## src/rtl/edge_irq_pkg.sv

```systemverilog
package edge_irq_pkg;
  typedef enum logic [1:0] {
    SEL_RISE = 2'd0,
    SEL_FALL = 2'd1,
    SEL_STAT = 2'd2,
    SEL_ACK  = 2'd3
  } reg_sel_e;
endpackage

```

## src/rtl/edge_sense.sv

```systemverilog
module edge_sense #(
  parameter int WIDTH = 32
) (
  input  logic             clk,
  input  logic [WIDTH-1:0] pin_lvl,
  output logic [WIDTH-1:0] rise_ev,
  output logic [WIDTH-1:0] fall_ev
);
  logic [WIDTH-1:0] last_lvl;

  // Previous sample follows the pin even in reset, so release brings no false edge.
  always_ff @(posedge clk) last_lvl <= pin_lvl;

  for (genvar i = 0; i < WIDTH; i++) begin : g_pin
    assign rise_ev[i] =  pin_lvl[i] & ~last_lvl[i];
    assign fall_ev[i] = ~pin_lvl[i] &  last_lvl[i];
  end
endmodule

```

## src/rtl/pend_bank.sv

```systemverilog
module pend_bank #(
  parameter int WIDTH = 32
) (
  input  logic             clk,
  input  logic             rst,
  input  logic [WIDTH-1:0] hit,
  input  logic [WIDTH-1:0] ack,
  output logic [WIDTH-1:0] pend,
  output logic             any_nxt
);
  logic [WIDTH-1:0] pend_nxt;

  for (genvar i = 0; i < WIDTH; i++) begin : g_bit
    // A fresh event outranks an acknowledge of the same bit.
    assign pend_nxt[i] = hit[i] | (pend[i] & ~ack[i]);
    always_ff @(posedge clk) begin
      if (rst) pend[i] <= 1'b0;
      else     pend[i] <= pend_nxt[i];
    end
  end

  assign any_nxt = |pend_nxt;

  AST_SET_NEEDS_HIT: assert property (@(posedge clk) disable iff (rst)
    ((pend & ~$past(pend) & ~$past(hit)) == '0));
  AST_CLR_NEEDS_ACK: assert property (@(posedge clk) disable iff (rst)
    (($past(pend) & ~pend & ~$past(ack)) == '0));
  AST_EDGE_BEATS_ACK: assert property (@(posedge clk) disable iff (rst)
    (($past(hit) & ~pend) == '0));
endmodule

```

## src/rtl/irq_cfg_regs.sv

```systemverilog
module irq_cfg_regs
  import edge_irq_pkg::*;
#(
  parameter int WIDTH = 32
) (
  input  logic             clk,
  input  logic             rst,
  input  logic             wr_en,
  input  logic [1:0]       wr_sel,
  input  logic [WIDTH-1:0] wr_data,
  input  logic [1:0]       rd_sel,
  input  logic [WIDTH-1:0] status,
  output logic [WIDTH-1:0] rise_en,
  output logic [WIDTH-1:0] fall_en,
  output logic [WIDTH-1:0] ack,
  output logic [WIDTH-1:0] rd_data
);
  reg_sel_e wsel, rsel;
  assign wsel = reg_sel_e'(wr_sel);
  assign rsel = reg_sel_e'(rd_sel);

  always_ff @(posedge clk) begin
    if (rst) begin
      rise_en <= '0;
      fall_en <= '1;
    end else if (wr_en) begin
      if (wsel == SEL_RISE) rise_en <= wr_data;
      if (wsel == SEL_FALL) fall_en <= wr_data;
    end
  end

  assign ack = (wr_en && wsel == SEL_ACK) ? wr_data : '0;

  always_ff @(posedge clk) begin
    if (rst) rd_data <= '0;
    else begin
      unique case (rsel)
        SEL_RISE: rd_data <= rise_en;
        SEL_FALL: rd_data <= fall_en;
        SEL_STAT: rd_data <= status;
        default:  rd_data <= '0;
      endcase
    end
  end

  AST_ACK_READS_ZERO: assert property (@(posedge clk) disable iff (rst)
    (rsel == SEL_ACK) |=> (rd_data == '0));
  AST_MASK_HOLDS: assert property (@(posedge clk) disable iff (rst)
    (!wr_en) |=> ($stable(rise_en) && $stable(fall_en)));
endmodule

```

## src/rtl/edge_irq_ctrl.sv

```systemverilog
module edge_irq_ctrl #(
  parameter int WIDTH = 32
) (
  input  logic             clk,
  input  logic             rst,
  input  logic [WIDTH-1:0] pin_lvl,
  input  logic             wr_en,
  input  logic [1:0]       wr_sel,
  input  logic [WIDTH-1:0] wr_data,
  input  logic [1:0]       rd_sel,
  output logic [WIDTH-1:0] rd_data,
  output logic             irq_o
);
  logic [WIDTH-1:0] rise_ev, fall_ev, rise_en, fall_en, ack, hit, status;
  logic             any_nxt;

  edge_sense #(.WIDTH(WIDTH)) u_sense (
    .clk(clk), .pin_lvl(pin_lvl), .rise_ev(rise_ev), .fall_ev(fall_ev)
  );

  irq_cfg_regs #(.WIDTH(WIDTH)) u_regs (
    .clk(clk), .rst(rst), .wr_en(wr_en), .wr_sel(wr_sel), .wr_data(wr_data),
    .rd_sel(rd_sel), .status(status), .rise_en(rise_en), .fall_en(fall_en),
    .ack(ack), .rd_data(rd_data)
  );

  assign hit = (rise_ev & rise_en) | (fall_ev & fall_en);

  pend_bank #(.WIDTH(WIDTH)) u_pend (
    .clk(clk), .rst(rst), .hit(hit), .ack(ack), .pend(status), .any_nxt(any_nxt)
  );

  always_ff @(posedge clk) begin
    if (rst) irq_o <= 1'b0;
    else     irq_o <= any_nxt;
  end

  AST_IRQ_MATCH: assert property (@(posedge clk) disable iff (rst)
    irq_o == (status != '0));
  AST_RESET_QUIET: assert property (@(posedge clk)
    rst |=> (!irq_o && status == '0));
endmodule

```

## config.mk

```make
export PLATFORM = sky130hd
export DESIGN_NAME = edge_irq_ctrl
export DESIGN_NICKNAME = d
export VERILOG_FILES = /design/src/rtl/edge_irq_pkg.sv /design/src/rtl/edge_sense.sv /design/src/rtl/pend_bank.sv /design/src/rtl/irq_cfg_regs.sv /design/src/rtl/edge_irq_ctrl.sv
export SDC_FILE = /design/constraint.sdc
export NUM_CORES = 1
export LEC_CHECK = 0
export BUFFER_PORTS_ARGS = -buffer_cell sky130_fd_sc_hd__buf_2
export CORE_MARGIN = 10
export CORE_UTILIZATION = 40
export CTS_CLUSTER_DIAMETER = 200
export CTS_CLUSTER_SIZE = 12
export DETAILED_ROUTE_END_ITERATION = 10
export PLACE_DENSITY = 0.65
export SYNTH_ARGS = -nofsm -noshare
export SYNTH_HDL_FRONTEND = slang
export SYNTH_HIERARCHICAL = 1
export SYNTH_SLANG_ARGS = --single-unit
export TNS_END_PERCENT = 20
```

## constraint.sdc

```tcl
create_clock -name clk -period 1.9 [get_ports clk]
set_input_delay 0.095 -clock clk [delete_from_list [all_inputs] [get_ports clk]]
set_output_delay 0.095 -clock clk [all_outputs]
set_load 0.005 [all_outputs]
```

==> impl_metrics.json, run 1 <==
{
  "via_per_inst": 4.73,
  "layout-drive-gt1-share_pct": 25.5,
  "nNetsFinal": 964,
  "reg2reg_depth": 7,
  "power.density_nw_per_um2": 903,
  "grt_max_degree": 77,
  "grtUsageMet3_pct": 3.76,
  "grt_usage_pct": 14.8,
  "cp_num_cells": 9,
  "r2r-end": "irq_o",
  "worstPathRequired_ns": 2.21,
  "clock_latency_ns": 0.42,
  "port_buffers": 103,
  "root_buffer": "clkbuf_16",
  "met1_usage_pct": 17.8,
  "seq_area_frac_synth_pct": 45.2,
  "status": "completed",
  "drc_errors": 0,
  "syn_area_um2": 7130,
  "clkTransAtPathRegs_ns": 0.07,
  "max_freq_ghz": 0.561,
  "mostFrequentLayoutCell": "dfxtp_1",
  "final_core_util_pct": 52.6,
  "setup_viol": 0,
  "busiest_layer": "met2",
  "critPathArrivalTime_ns": 2.09,
  "core_um2": 17400,
  "grt_pass1_vias": 5486,
  "h-tree-depth": 4,
  "ir_drop_uv": 593,
  "cts_buffer_depth": 2,
  "cts-buffers-inserted": 17,
  "ys.warnings.count": 6,
  "start_kind": "input port",
  "start_util_pct": 41.1,
  "reg2reg_from": "u_sense/last_lvl[6]",
  "hp-class": "input port to register",
  "holdWs_ns": 0.171,
  "final_cell_mix": "dfxtp_1 (161), buf_2 (102), mux2i_1 (96)",
  "synth_seq_cells": 161,
  "power_mw": 8.24,
  "synth_edf_count": 0,
  "period_share_pct": 93.8,
  "rows": 48,
  "wl_per_cell_um": 15.4,
  "tns_ns": 0,
  "worstHoldStart": "rst",
  "via_count": 5347,
  "ant_nets": 0,
  "rrSetupSlack_ns": 0.13,
  "gp_congestion": 0.728,
  "crit_type": "input port to register",
  "fin_crit_ns": 1.78,
  "grt_overflow": 0,
  "cts_tree": "built",
  "cpMaxStageDelayCell": "dlygate4sd3_1",
  "rsz0062_at_grt": "no",
  "dp_hpwl_mm": 11.9,
  "die-area_um2": 23600,
  "diodes": 0,
  "clock_skew_ns": 0.00838,
  "critPathBufInv": 2,
  "synth_ff_type": "dfxtp_1",
  "cp-end-kind": "register",
  "drtPass1Iterations": 5,
  "numClockSinks": 161,
  "crit_chain": "dlygate4sd3_1 > buf_2 > and2b_2 > a22o_1 > a21oi_1 > nand4_1 > nor4_1 > nand4_1 > nor2b_1",
  "area_delta_synth_final_pct": 28.0,
  "maxCapViolations": 0,
  "tightest_slew_ns": 0.542,
  "synthArstFlopShare_pct": 0,
  "slowest_delay_ns": 0.54,
  "syn_area_per_cell_um2": 9.72,
  "hold-path-cell-count": 3,
  "gr-usage-met2_pct": 25.1,
  "synthCells": 733,
  "antenna_found_initial": 0,
  "totalWireLength_mm": 17.4,
  "drt_iter0_drc": 269,
  "worstPathMaxFanout": 3,
  "ys_types": 29,
  "syn_nets": 804,
  "cp_common_cell": "nand4_1",
  "path_delay_family": "simple AND/OR/NAND/NOR gates",
  "grt_pass1_wl_mm": 28.4,
  "die_h_um": 153,
  "relSlewSlack_pct": 63.9,
  "slew_viol_final": 0,
  "num_io_pins": 104,
  "die_x_um": 153,
  "holdPathEnd": "u_pend/pend[22]",
  "hold_viol": 0,
  "power.leakage_nw": 4.09
}
-- flip-flops by register name, summed over array words and instances, names as in the netlist --
name              flops
irq_o                 1
u_pend/pend          32
u_regs/fall_en       32
u_regs/rd_data       32
u_regs/rise_en       32
u_sense/last_lvl     32
-- where the power goes --
| group | total (mW) | switching [mW] | internal [mW] |
|---|---|---|---|
| Clock | 3.67 | 1.37 | 2.30 |
| Sequential | 3.65 | 0.0894 | 3.56 |
| Combinational | 0.926 | 0.438 | 0.488 |
-- tightest hold or removal path, cell delays in order --
cell and delay (ns):
buf_4 0.14, buf_12 0.19, nor2_1 0.12
-- cell usage after synthesis (2+ instances only) --
master | number | share of area, %
a22o_1 | 32 | 3.9
nor2_1 | 95 | 5.0
and2b_2 | 64 | 7.9
buf_2 | 18 | 1.3
nor2b_1 | 2 | 0.18
nand2b_1 | 64 | 5.6
and2_1 | 32 | 2.8
dfxtp_1 | 161 | 45
o32ai_2 | 3 | 0.68
a21oi_1 | 22 | 1.5
inv_1 | 63 | 3.3
mux2i_1 | 96 | 13
nand4_1 | 7 | 0.61
o32ai_1 | 29 | 3.6
a21oi_2 | 9 | 1.1
buf_6 | 12 | 1.9
clkbuf_1 | 12 | 0.63
-- kinds of logic (layout without fill, tap and decap cells) --
group                  count (synthesis)  count (layout)  share of synthesized area, %
buffers and inverters                106             278                          7.22
AND/OR/NAND/NOR                      274             274                          23.1
multiplexers                          96              96                          13.5
AO/OA/AOI/OAI                         96              96                          11.0
flip-flops                           161             161                          45.2
-- metrics by stage --
step	setup slack, ns	cells	area, um2
2_1_floorplan	0.375	733	7130
3_3_place_gp	0.0120	1035	7840
3_5_place_dp	-0.0443	1035	7840
4_1_cts	0.0358	1130	9110
5_1_grt	0.0388	1130	9120
6_report	0.117	1130	9120
-- per-layer routing --
layer | vias to the layer above | share of wire, %
li1 | 2756 | -
met1 | 2483 | 47
met2 | 97 | 49
met3 | 11 | 3.3
met4 | 0 | 1.2
met5 | - | 0
-- timing repair --
action | 4_1_cts | 5_1_grt
buffers inserted | 0 | 0
setup endpoints to repair | 0 | 1
hold buffers | 64 | 0
endpoints found under the hold margin | 95 | 0
gates resized for setup | 0 | 2
-- final cells by class --
type | instances | area [um2]
Clock buffer | 22 | 474
Inverter | 63 | 236
Tap cell | 225 | 282
Multi-Input combinational cell | 466 | 3400
Timing Repair Buffer | 184 | 1350
Fill cell | 1563 | 8230
Clock inverter | 9 | 155
Sequential cell | 161 | 3220
-- worst max-delay path by stage --
stage,slack [ns],to,startpoint
finish,0.12,irq_o,pin_lvl[6]
global route,0.04,irq_o,u_sense/last_lvl[6]
CTS,0.04,irq_o,u_sense/last_lvl[3]
detailed placement,-0.04,irq_o,wr_sel[0]
global placement,0.01,irq_o,wr_sel[0]
floorplan,0.38,irq_o,u_sense/last_lvl[5]
Power figures use the tool's default switching activity.
==> inputs of run 2 (changes only) <==
--- a/config.mk
+++ b/config.mk
@@ -11,9 +11,8 @@
 export CTS_CLUSTER_DIAMETER = 200
 export CTS_CLUSTER_SIZE = 12
 export DETAILED_ROUTE_END_ITERATION = 10
-export PLACE_DENSITY = 0.65
+export PLACE_DENSITY = 0.66
 export SYNTH_ARGS = -nofsm -noshare
 export SYNTH_HDL_FRONTEND = slang
-export SYNTH_HIERARCHICAL = 1
 export SYNTH_SLANG_ARGS = --single-unit
 export TNS_END_PERCENT = 20
==> impl_metrics.json, run 2 <==
{
  "status": "completed",
  "route.met3.wl_mm": 1.02,
  "yosys.area.top_type": "dfxtp_1",
  "clkTransAtPathRegs_ns": 0.06,
  "cts_tree": "built",
  "highest_layer": "met4",
  "wl_met2_mm": 8.28,
  "critPathLaunch": "wr_data[13]",
  "area_delta_synth_final_pct": 31.0,
  "grt_max_degree": 52,
  "seq_area_frac_synth_pct": 50.4,
  "cts_buffer_depth": 2,
  "nNetsFinal": 904,
  "die_x_um": 146,
  "synthArstFlopShare_pct": 0,
  "drt_iter0_drc": 380,
  "max_freq_ghz": 0.611,
  "fin_area_um2": 8380,
  "p_int_mw": 6.19,
  "hold-path-cell-count": 2,
  "die-area_um2": 21400,
  "layout_setup_ws_ns": 0.263,
  "clock_latency_ns": 0.42,
  "tns_ns": 0,
  "syn_area_per_cell_um2": 9.45,
  "synth_seq_cells": 161,
  "worstHoldStart": "rst",
  "ys_types": 19,
  "synth_ff_type": "dfxtp_1",
  "cts-buffers-inserted": 17,
  "antenna_found_initial": 0,
  "p_sw_mw": 1.87,
  "wl_per_cell_um": 16.6,
  "dp_slack_ns": 0.0843,
  "hp-class": "input port to register",
  "via_per_inst": 5.22,
  "maxCapViolations": 0,
  "drtPass1Iterations": 5,
  "syn_nets": 748,
  "power.leakage_nw": 3.50,
  "totalWireLength_mm": 17.6,
  "reg2reg_depth": 5,
  "synth_area_leaders": "dfxtp_1 (50%), nor2b_1 (6.4%), nor2_1 (5.7%), a21oi_1 (5.1%), mux2i_1 (5.0%)",
  "power.density_nw_per_um2": 962,
  "hold_viol": 0,
  "dpl_cell_area_um2": 7150,
  "port_buffers": 103,
  "synthCells": 677,
  "num_io_pins": 104,
  "ir_drop_uv": 692,
  "core_um2": 15800,
  "power_mw": 8.06,
  "gp_congestion": 0.796,
  "p_sw_share_pct": 23.2,
  "h-tree-depth": 4,
  "grt_overflow": 0,
  "clock_skew_ns": 0.00785,
  "rows": 46,
  "reg2reg_from": "u_regs.fall_en[13]",
  "p_comb_share_pct": 11.7,
  "wl_met1_mm": 7.99,
  "layout-drive-gt1-share_pct": 19.7,
  "via_count": 5531,
  "rsz0062_at_grt": "no",
  "place_inst": 966,
  "grt_pass1_vias": 5457,
  "cp-end-kind": "register",
  "grt_usage_pct": 16.3,
  "numClockSinks": 161,
  "mostFrequentLayoutCell": "dfxtp_1",
  "final_cell_mix": "dfxtp_1 (161), buf_2 (102), nor2_1 (97)",
  "ys.warnings.count": 0,
  "worstPathMaxFanout": 3,
  "root_buffer": "clkbuf_16",
  "drc_errors": 0,
  "period_share_pct": 86.2,
  "start_util_pct": 40.6,
  "worstPathRequired_ns": 2.21,
  "syn_area_um2": 6400,
  "pwr-share-clk_pct": 42.8,
  "ant_nets": 0,
  "synth_edf_count": 0,
  "synth_largest_type_area_fraction_pct": 50.4,
  "finalNonFillerCells": 1060,
  "start_kind": "input port",
  "tightest_slew_ns": 0.496,
  "fin_crit_ns": 1.64,
  "synth.most_common_cell": "dfxtp_1",
  "power_frac_seq_pct": 45.5,
  "slew_viol_final": 0,
  "relSlewSlack_pct": 67.0,
  "dp_hpwl_mm": 11.8,
  "setup_viol": 0,
  "diodes": 0,
  "critPathArrivalTime_ns": 1.94,
  "grt_pass1_wl_mm": 28.6,
  "die_h_um": 146,
  "netlist_top_cells_count": "dfxtp_1 (161), nor2_1 (97), nand2_1 (66)",
  "crit_type": "input port to register"
}
==> run 2: changes by cell type in the layout (fill, tap and decap cells not counted), sizes merged, moves of 63 or more <==
cell,previous run,this run
and2b,64,0
nand2b,65,0
nand2,1,66
inv,63,0
mux2i,96,32
nor2b,2,65
==> run 2: layer usage <==
layer / vias up / GRT usage [%]
met5: - / 0
met2: 164 / 26.3
li1: 2693 / -
met3: 24 / 4.17
met1: 2650 / 20.7
met4: 0 / 5.66
==> run 2: critical path, cell delays in order <==
cell and delay, ns:
dlygate4sd3_1 0.52, buf_2 0.13, nand4_1 0.08, a221oi_1 0.40, nand4_1 0.26, nor4_1 0.35, a21oi_1 0.11
==> run 2: cells by family (layout without fill, tap and decap cells) <==
| logic type | after synthesis | in the layout | synth area share (%) |
|---|---|---|---|
| AOI/OAI and AO/OA | 129 | 129 | 15.3 |
| buffers and inverters | 51 | 218 | 4.60 |
| DFF | 161 | 161 | 50.4 |
| muxes | 32 | 32 | 5.01 |
| and+or+nand+nor | 304 | 304 | 24.7 |
==> run 2: metrics by stage <==
stage / util [%] / hold WS [ns]
3_3_place_gp: 45.3 / 0.219
4_1_cts: 53.1 / 0.0521
2_1_floorplan: - / 0.123
5_1_grt: 53.1 / 0.0641
3_5_place_dp: 45.3 / 0.218
6_report: 53.1 / 0.0667
==> run 2: repair_timing <==
action                    in CTS  in global routing
hold buffers                  64                  0
hold endpoints to repair      96                  0
gates resized for setup        0                  0
setup buffers                  0                  0
==> run 2: area by class of cell <==
type	count	area [um2]
Multi-Input combinational cell	465	2880
Timing Repair Buffer	188	1420
Clock buffer	25	485
Fill cell	1459	7390
Tap cell	216	270
Sequential cell	161	3220
Clock inverter	5	103
==> run 2: path summary, 6_finish.rpt <==
kind	to	slack [ns]
worst max-delay path	irq_o	0.26
worst min-delay path	u_regs.rd_data[10]	0.07
worst max register to register	irq_o	0.28
worst min register to register	u_regs.rise_en[31]	0.47
==> run 2: power groups by stage <==
stage,Combinational [mW],Sequential (mW),Clock [mW]
2_1_floorplan,0.524,3.72,0
3_3_place_gp,0.836,3.73,0
3_5_place_dp,0.845,3.74,0
4_1_cts,0.954,3.66,3.51
5_1_grt,1.04,3.68,3.65
6_report,0.946,3.67,3.44
